File: src/rtl/seq_ptr_pkg.sv
package seq_ptr_pkg;
  typedef enum logic {
    BUF_ONE = 1'b0,
    BUF_TWO = 1'b1
  } buf_id_t;
endpackage

File: src/rtl/seq_load_stage.sv
// Two-stage load path: captures the address, then flags it pending for one cycle.
module seq_load_stage #(
  parameter int AW = 12
) (
  input  logic          clk,
  input  logic          rst,
  input  logic          load_n,
  input  logic [AW-1:0] load_val,
  output logic          load_pend,
  output logic [AW-1:0] load_data
);
  always_ff @(posedge clk) begin
    if (rst) begin
      load_pend <= 1'b0;
      load_data <= '0;
    end else begin
      load_pend <= ~load_n;
      if (!load_n) load_data <= load_val;
    end
  end

  // a sampled load is pending on the very next cycle
  assert_load_pends_R2: assert property (@(posedge clk) disable iff (rst)
    !load_n |=> load_pend);
endmodule

File: src/rtl/seq_buf_select.sv
// Picks the limits of the active buffer and the start of the other one.
module seq_buf_select
  import seq_ptr_pkg::*;
#(
  parameter int AW = 12
) (
  input  buf_id_t       active,
  input  logic [AW-1:0] buf1_start,
  input  logic [AW-1:0] buf1_end,
  input  logic [AW-1:0] buf2_start,
  input  logic [AW-1:0] buf2_end,
  input  logic          buf1_stop,
  input  logic          buf2_stop,
  output logic [AW-1:0] cur_end,
  output logic [AW-1:0] alt_start,
  output logic          cur_stop
);
  always_comb begin
    if (active == BUF_ONE) begin
      cur_end   = buf1_end;
      alt_start = buf2_start;
      cur_stop  = buf1_stop;
    end else begin
      cur_end   = buf2_end;
      alt_start = buf1_start;
      cur_stop  = buf2_stop;
    end
  end
endmodule

File: src/rtl/seq_eob_flags.sv
// Sticky active-low end-of-buffer flags; a set beats a clear.
module seq_eob_flags #(
  parameter int NBUF = 2
) (
  input  logic            clk,
  input  logic            rst,
  input  logic [NBUF-1:0] set_i,
  input  logic [NBUF-1:0] clr_i,
  output logic [NBUF-1:0] eob_n_o
);
  for (genvar k = 0; k < NBUF; k++) begin : g_flag
    always_ff @(posedge clk) begin
      if (rst)           eob_n_o[k] <= 1'b1;
      else if (set_i[k]) eob_n_o[k] <= 1'b0;
      else if (clr_i[k]) eob_n_o[k] <= 1'b1;
    end

    // a set always lands, even with a clear on the same edge
    assert_set_wins_R9: assert property (@(posedge clk) disable iff (rst)
      set_i[k] |=> !eob_n_o[k]);
    // a flag that is neither set nor cleared keeps its value
    assert_sticky_R9: assert property (@(posedge clk) disable iff (rst)
      (!set_i[k] && !clr_i[k]) |=> $stable(eob_n_o[k]));
  end
endmodule

File: src/rtl/seq_addr_pointer.sv
module seq_addr_pointer
  import seq_ptr_pkg::*;
#(
  parameter int AW = 12
) (
  input  logic          clk,
  input  logic          rst,
  input  logic          load_n,
  input  logic          start1_n,
  input  logic          start2_n,
  input  logic          cnt_en_n,
  input  logic [AW-1:0] load_val,
  input  logic [AW-1:0] buf1_start,
  input  logic [AW-1:0] buf1_end,
  input  logic [AW-1:0] buf2_start,
  input  logic [AW-1:0] buf2_end,
  input  logic          buf1_stop,
  input  logic          buf2_stop,
  input  logic [1:0]    eob_clr,
  output logic [AW-1:0] ptr,
  output logic          eob1_n,
  output logic          eob2_n,
  output logic          proto_err
);
  localparam logic [AW-1:0] ONE = AW'(1);

  logic          load_pend;
  logic [AW-1:0] load_data;
  logic [AW-1:0] cur_end, alt_start;
  logic          cur_stop;
  buf_id_t       active_q;
  logic [1:0]    eob_set, eob_n;

  seq_load_stage #(.AW(AW)) u_load (
    .clk(clk), .rst(rst), .load_n(load_n), .load_val(load_val),
    .load_pend(load_pend), .load_data(load_data)
  );

  seq_buf_select #(.AW(AW)) u_sel (
    .active(active_q),
    .buf1_start(buf1_start), .buf1_end(buf1_end),
    .buf2_start(buf2_start), .buf2_end(buf2_end),
    .buf1_stop(buf1_stop), .buf2_stop(buf2_stop),
    .cur_end(cur_end), .alt_start(alt_start), .cur_stop(cur_stop)
  );

  logic busy, start_req, viol, cnt_go, at_end;
  assign busy      = ~load_n | load_pend;
  assign start_req = ~start1_n | ~start2_n;
  assign viol      = busy & start_req;
  assign cnt_go    = ~busy & ~start_req & ~cnt_en_n;
  assign at_end    = (ptr == cur_end);

  always_comb begin
    eob_set = 2'b00;
    if (cnt_go && at_end) eob_set[active_q] = 1'b1;
  end

  seq_eob_flags #(.NBUF(2)) u_flags (
    .clk(clk), .rst(rst), .set_i(eob_set), .clr_i(eob_clr), .eob_n_o(eob_n)
  );
  assign eob1_n = eob_n[0];
  assign eob2_n = eob_n[1];

  always_ff @(posedge clk) begin
    if (rst) begin
      ptr       <= '0;
      active_q  <= BUF_ONE;
      proto_err <= 1'b0;
    end else begin
      proto_err <= viol;
      if (load_pend) begin
        ptr <= load_data;
      end else if (!load_n) begin
        ptr <= ptr;
      end else if (!start1_n) begin
        ptr      <= buf1_start;
        active_q <= BUF_ONE;
      end else if (!start2_n) begin
        ptr      <= buf2_start;
        active_q <= BUF_TWO;
      end else if (!cnt_en_n) begin
        if (at_end) begin
          if (!cur_stop) begin
            ptr      <= alt_start;
            active_q <= (active_q == BUF_ONE) ? BUF_TWO : BUF_ONE;
          end
        end else begin
          ptr <= ptr + ONE;
        end
      end
    end
  end

  // the pending stage delivers the captured address
  assert_load_lands_R2: assert property (@(posedge clk) disable iff (rst)
    load_pend |=> ptr == $past(load_data));
  // the capture edge holds the pointer whatever cnt_en_n says
  assert_count_blocked_R3: assert property (@(posedge clk) disable iff (rst)
    (!load_n && !load_pend) |=> $stable(ptr));
  // start-1 wins when both strobes fall together
  assert_start1_first_R5: assert property (@(posedge clk) disable iff (rst)
    (!busy && !start1_n && !start2_n) |=> ptr == $past(buf1_start));
  // stop mode parks the pointer at the end address
  assert_stop_parks_R8: assert property (@(posedge clk) disable iff (rst)
    (cnt_go && at_end && cur_stop) |=> $stable(ptr));
  // a start during a load is reported next cycle
  assert_proto_flag_R10: assert property (@(posedge clk) disable iff (rst)
    (start_req && (!load_n || load_pend)) |=> proto_err);
endmodule

File: config.mk
export PLATFORM = sky130hd
export DESIGN_NAME = seq_addr_pointer
export DESIGN_NICKNAME = d
export VERILOG_FILES = /design/src/rtl/seq_ptr_pkg.sv /design/src/rtl/seq_load_stage.sv /design/src/rtl/seq_buf_select.sv /design/src/rtl/seq_eob_flags.sv /design/src/rtl/seq_addr_pointer.sv
export SDC_FILE = /design/constraint.sdc
export NUM_CORES = 1
export LEC_CHECK = 0
export ABC_CLOCK_PERIOD_IN_PS = 2000
export BUFFER_PORTS_ARGS = -buffer_cell sky130_fd_sc_hd__buf_2
export CAP_MARGIN = 20
export CORE_UTILIZATION = 44
export DETAILED_ROUTE_END_ITERATION = 8
export GPL_ROUTABILITY_DRIVEN = 0
export MAX_ROUTING_LAYER = met4
export PLACE_DENSITY_LB_ADDON = 0.25
export SYNTH_ARGS = -nofsm -noshare
export SYNTH_HDL_FRONTEND = slang
export SYNTH_SLANG_ARGS = --single-unit
File: constraint.sdc
create_clock -name clk -period 2 [get_ports clk]
set_input_delay 0.1 -clock clk [delete_from_list [all_inputs] [get_ports clk]]
set_output_delay 0.1 -clock clk [all_outputs]
set_load 0.1 [all_outputs]
---- Word level (Yosys, flattened, before mapping) ----
Cells that the tools add are included.
W data, S select, Z words.
cells by class
  add/sub/neg operators ................... 1
  $lt $le $gt $ge ......................... 2
  equal/unequal tests ..................... 6
  muxes and demuxes ....................... 23
  bitwise logic cells ..................... 12
  reductions and logical operators ........ 7
operators with widths
  kind                     count
  $mux W12                 9
  $add A12 B1 Y12 const B  1
  $eq A12 B12 Y1           1
  $mux W1                  12
  $not A1 Y1               7
  $ne A3 B3 Y1 const B     2
  $reduce_bool A2 Y1       3
  $ne A5 B4 Y1 const B     1
  $reduce_and A5 Y1        1
  $ne A4 B3 Y1 const B     1
  $and A1 B1 Y1            3
  $ne A3 B2 Y1 const B     1
  $reduce_and A3 Y1        1
  $logic_and A1 B1 Y1      2
  $lt A1 B2 Y1 const B     1
  $mux W2                  1
  $or A1 B1 Y1             2
  $demux W1 S1             1
  $ge A1 B1 Y1 const B     1
word-level totals
  bits in registers ....................... 29
  word-level logic and storage cells ...... 58

---- Longest topological paths before layout ----
  depth after elaboration ................. 8
  depth in mapped cells ................... 10

---- Modules after synthesis ----
Synthesis repeated with hierarchy kept, for this count alone.
second synthesis, totals
  cell total of the unflattened synthesis .. 285
  area, all modules ....................... 2467.4 µm²
by module, submodules not included
  module            times used  cells an instance  area an instance (µm²)
  seq_addr_pointer  1           210                1524.0
  seq_load_stage    1           41                 465.4
  seq_buf_select    1           28                 407.9
  seq_eob_flags     1           6                  70.1

---- Least setup slack after synthesis ----
OpenSTA, ideal clock, no wires.
  kind .................................... reg2reg
  start point ............................. register ptr[7]
  end point ............................... register ptr[9]
  library setup time ...................... 0.132 ns
  arrival ................................. 2.616 ns
  required time ........................... 1.868 ns
  path slack .............................. -0.748 ns
  stages on the path, launching flop included .. 10
  path buffers ............................ 3
  clock period less this slack ............ 2.748 ns
  cell sequence ........................... dfxtp_1 clkbuf_1 xnor2_1 nor4_1 nand3_1 buf_6 buf_6 mux2i_1 a221oi_1 nor4_2
between the ends
  cells in the longest elaborated chain, start to end .. 7
  elaborated cells on any way between the ends .. 10
RTL lines
  item                                                      RTL line                                        source
  start: declaration                                        seq_addr_pointer.sv:20                          output logic [AW-1:0] ptr,
  start signal: assignment                                  seq_addr_pointer.sv:73                          ptr <= load_data;
  start signal: assignment                                  seq_addr_pointer.sv:75                          ptr <= ptr;
  start signal: assignment                                  seq_addr_pointer.sv:77                          ptr <= buf1_start;
  $add A12 B1 Y12 / $eq A12 B12 Y1 (equally long branches)  seq_addr_pointer.sv:89, seq_addr_pointer.sv:52
  $mux W12                                                  seq_addr_pointer.sv:83                          if (at_end) begin
  $mux W12                                                  seq_addr_pointer.sv:82                          end else if (!cnt_en_n) begin
  $mux W12                                                  seq_addr_pointer.sv:79                          end else if (!start2_n) begin
  $mux W12                                                  seq_addr_pointer.sv:76                          end else if (!start1_n) begin
  $mux W12                                                  seq_addr_pointer.sv:74                          end else if (!load_n) begin
  $mux W12                                                  seq_addr_pointer.sv:72                          if (load_pend) begin
Parallel ways exist; a longest one is shown, timed or not. The select of a mux whose other input is x is not followed.
A chain may end at the register's enable or synchronous reset.

---- Worst setup path in the final report ----
  start point ............................. register active_q
  end point ............................... register ptr[7]
between the ends
  cells in the longest elaborated chain, start to end .. 8
  elaborated cells on any way between the ends .. 13
RTL lines
  item                                               RTL line                                        source
  start: declaration                                 seq_addr_pointer.sv:31                          buf_id_t active_q;
  start signal: assignment                           seq_addr_pointer.sv:86                          active_q <= (active_q == BUF_ONE) ? BUF_TWO : BUF_ONE;
  $mux W12                                           seq_buf_select.sv:19                            if (active == BUF_ONE) begin
  $eq A12 B12 Y1 / $mux W12 (equally long branches)  seq_addr_pointer.sv:52, seq_addr_pointer.sv:84
  $mux W12                                           seq_addr_pointer.sv:83
  $mux W12                                           seq_addr_pointer.sv:82
  $mux W12                                           seq_addr_pointer.sv:79
  $mux W12                                           seq_addr_pointer.sv:76
  $mux W12                                           seq_addr_pointer.sv:74
  $mux W12                                           seq_addr_pointer.sv:72
Parallel ways exist; a longest one is shown, timed or not. The select of a mux whose other input is x is not followed.

==> results.md <==
* Avg Inst Size Synth at ~8 um^2
* Yosys top cell by area: dfxtp_1
* Kind of start point of the critical path: flip-flop
* Post-Syn Area at about 0.0021 mm^2
* # DRC at 9
* Final instance area at 0.00327 mm^2
* Core area at ~0.0045 mm^2
* Vias/cell at 5.68
* Worst-Margin Slew at ~730 ps
* Net switching power at around 0.68 mW
* Post-route setup TNS at -5580 ps
* Most frequent cell after synthesis: nor2_1
* Final Hold Fails at 0
* Pin count of the biggest net entering global routing at 31
* Area of the multi-input gates at ~0.0016 mm^2
* Cell total after placement at about 400
* Reg2Reg Depth at 13
* PwrDens at a little under 600 mW/mm^2
* Post-DP HPWL at slightly below 5000 um
* CTS root buffer: clkbuf_8
* Initial drt markers at about 200
* Flop pwr share at 0.342
* Antenna Cells at 0
* Crit path arrival time at about 2700 ps
* Vias in the first global route at about 2300
* Post-synth net total at 333
* Die H at between 70 and 80 um
* Failing checks: DRC, setup timing
* Clk_lat worst skew at about 280 ps
* Period utilization at 1.29
* Top-level I/O count at 85
* Sequential-to-total area share from yosys stat at 0.277
* Status: finished with violations
* Synth top cells by count: nor2_1, mux2i_1, dfxtp_1, nand2_1, xnor2_1
* Synth Instances at between 200 and 300
* Synth top area cells: dfxtp_1, mux2i_1, nor2_1
* Logic pwr share at 0.356
* Share of the synthesized area in the top cell type at 0.277
* Synth-to-Final Area Change at 55.8%
* Htree depth at 2
* CP required at approximately 2200 ps
* Hold depth at 3
* Number of flops mapped to enable cells by yosys at 0
* Leakage power at about 1.5 nW
* Cts bufs inserted at 5
* Setup CP Type: flip-flop to flip-flop
* FILL cells at about 340
* Buffer levels on the longest clock path at 2
* Drt total wl at ~7400 um
* Max Slew Vio Count at 0
* Initial antenna violation count at 0
* First-pass GRT wire length at just over 10000 um
* Die width at ~71 um
* HP Class: input pin to flip-flop
* Final nets at 455
* Reg2Reg Setup Slack at -590 ps
* Pwr Total at between 1.5 and 2 mW
* GRT Util Overall at 0.269
* Drt wl/cell at between 15 and 20 um
* Asr flop ratio synth at 0
* Max Freq at between 0.3 and 0.4 GHz
* Max cap viols at 0
* Predominant post-synthesis flop cell: dfxtp_1
* Unique masters post-synth at 46
* Pre-CTS WS at -416 ps
* DR pass1 iterations at 7
* Final worst-path setup slack at -586 ps
* Cell Int Power at 1.25 mW
* Final setup fails at 15
* GRT overflow at 0
* Initial Utilization at 0.469
* Share of total power in the clock network at 0.303
* Die ar. at approximately 0.0051 mm^2
* RSZ-0062 raised after global routing: yes
* Hold-fix buffers, CTS at 0
* CP Capture Type: flip-flop
* Max_slew headroom at 0.498
* Switch share at 0.354
* Final min period at ~2600 ps
* Synthesized flop and latch total at 29
* CP Max Fanout at 6
* Synth warn at 0
* CTS tree: yes
* Num rows at 24
* FF/Latch Area at between 600 and 700 um^2
* Maximum vdd drop at ~0.00039 V
* Share of cells above drive strength 1 at 0.483
* Port-buffer cells at 84
* Via count at between 2000 and 2500
* Number of nets still failing antenna checks after routing at 0
* Fin cells at about 440
* Clock Skew at approximately 3.6 ps
* DP Area at around 0.0028 mm^2
* Worst-path clk slew at around 70 ps
* CTS Sinks at 29
## cell families after synthesis
| kind of cell | count (synthesis) | synth area share |
|---|---|---|
| flip-flops | 29 | 0.277 |
| XOR/XNOR | 22 | 0.0918 |
| AND/OR/NAND/NOR | 97 | 0.212 |
| multiplexers | 42 | 0.202 |
| AO/OA/AOI/OAI | 44 | 0.153 |
| adder cells (fa/ha/maj) | 1 | 0.00596 |
| buffers and inverters | 27 | 0.0596 |
## cells in the final DEF (no fill, tap or decap), types with 2 or more instances in the layout
master	netlist	layout
nor4_2	1	5
buf_12	0	2
mux2i_2	0	4
a221oi_1	6	2
xor2_1	4	4
dfxtp_4	0	10
xnor2_1	18	17
buf_8	0	2
nand2_1	20	20
buf_2	1	84
inv_1	7	7
mux2i_4	0	3
a211oi_2	0	2
nand3_1	4	3
o21ai_0	3	2
nor3b_1	2	2
a221oi_2	0	4
a21oi_1	11	11
nor2_1	48	48
o311ai_1	3	3
o211ai_1	5	5
buf_4	0	39
nand4_1	2	2
nor4_1	10	5
mux2_2	3	3
buf_6	3	8
dfxtp_2	0	3
mux2i_1	39	32
clkbuf_8	0	6
dfxtp_1	29	16
## critical path, cell delays in order, from the launching register on
cell      delay [ps]
dfxtp_2          340
buf_12           130
buf_8            120
buf_6            110
mux2i_4          180
xnor2_2          140
nor4_2           200
buf_4            180
nand3_4           90
buf_8            160
buf_6            130
mux2i_1          190
a221oi_2          90
nor4_1           380
## sequential cells by signal, summed over array words and instances (netlist names)
signal,cells
active_q,1
ptr,12
u_load.load_data,12
proto_err,1
u_load.load_pend,1
u_flags.eob_n_o,2
## cell type report
class | count | area share
Multi-Input combinational cell | 206 | 0.481
Inverter | 7 | 0.00803
Sequential cell | 29 | 0.190
Timing Repair Buffer | 135 | 0.267
Clock buffer | 8 | 0.0340
Tap cell | 52 | 0.0199
## stage by stage
stage,utilization,hold WS [ps]
floorplan,-,244
global placement,0.620,329
detailed placement,0.620,337
CTS,0.660,43.0
global route,0.731,50.0
finish,0.731,49.3
## final timing paths
path | startpoint | to
worst max-delay path | active_q | ptr[7]
worst min-delay path | load_val[8] | u_load.load_data[8]
worst max register to register | active_q | ptr[7]
worst min register to register | u_load.load_data[1] | ptr[1]
## metal layers
| layer | up-vias | part of all wire | track usage |
|---|---|---|---|
| met5 | - | 0 | - |
| met4 | 0 | 0.017 | 0.116 |
| met3 | 16 | 0.086 | 0.0556 |
| met2 | 140 | 0.49 | 0.432 |
| met1 | 1149 | 0.40 | 0.327 |
| li1 | 1179 | - | - |
## power groups by stage
stage,Sequential [mW],Combinational [mW],Clock [mW]
6_report,0.659,0.687,0.584
5_1_grt,0.662,0.724,0.611
4_1_cts,0.657,0.601,0.596
3_5_place_dp,0.670,0.585,0
3_3_place_gp,0.668,0.577,0
2_1_floorplan,0.814,0.256,0
## what timing repair did
action,CTS,global route
cloned,0,0
buffers inserted,4,21
setup endpoints to repair,15,15
hold endpoints to repair,0,0
gates resized for setup,8,33
pin swaps,2,19
Note: power is estimated with default switching activity, not from simulation.
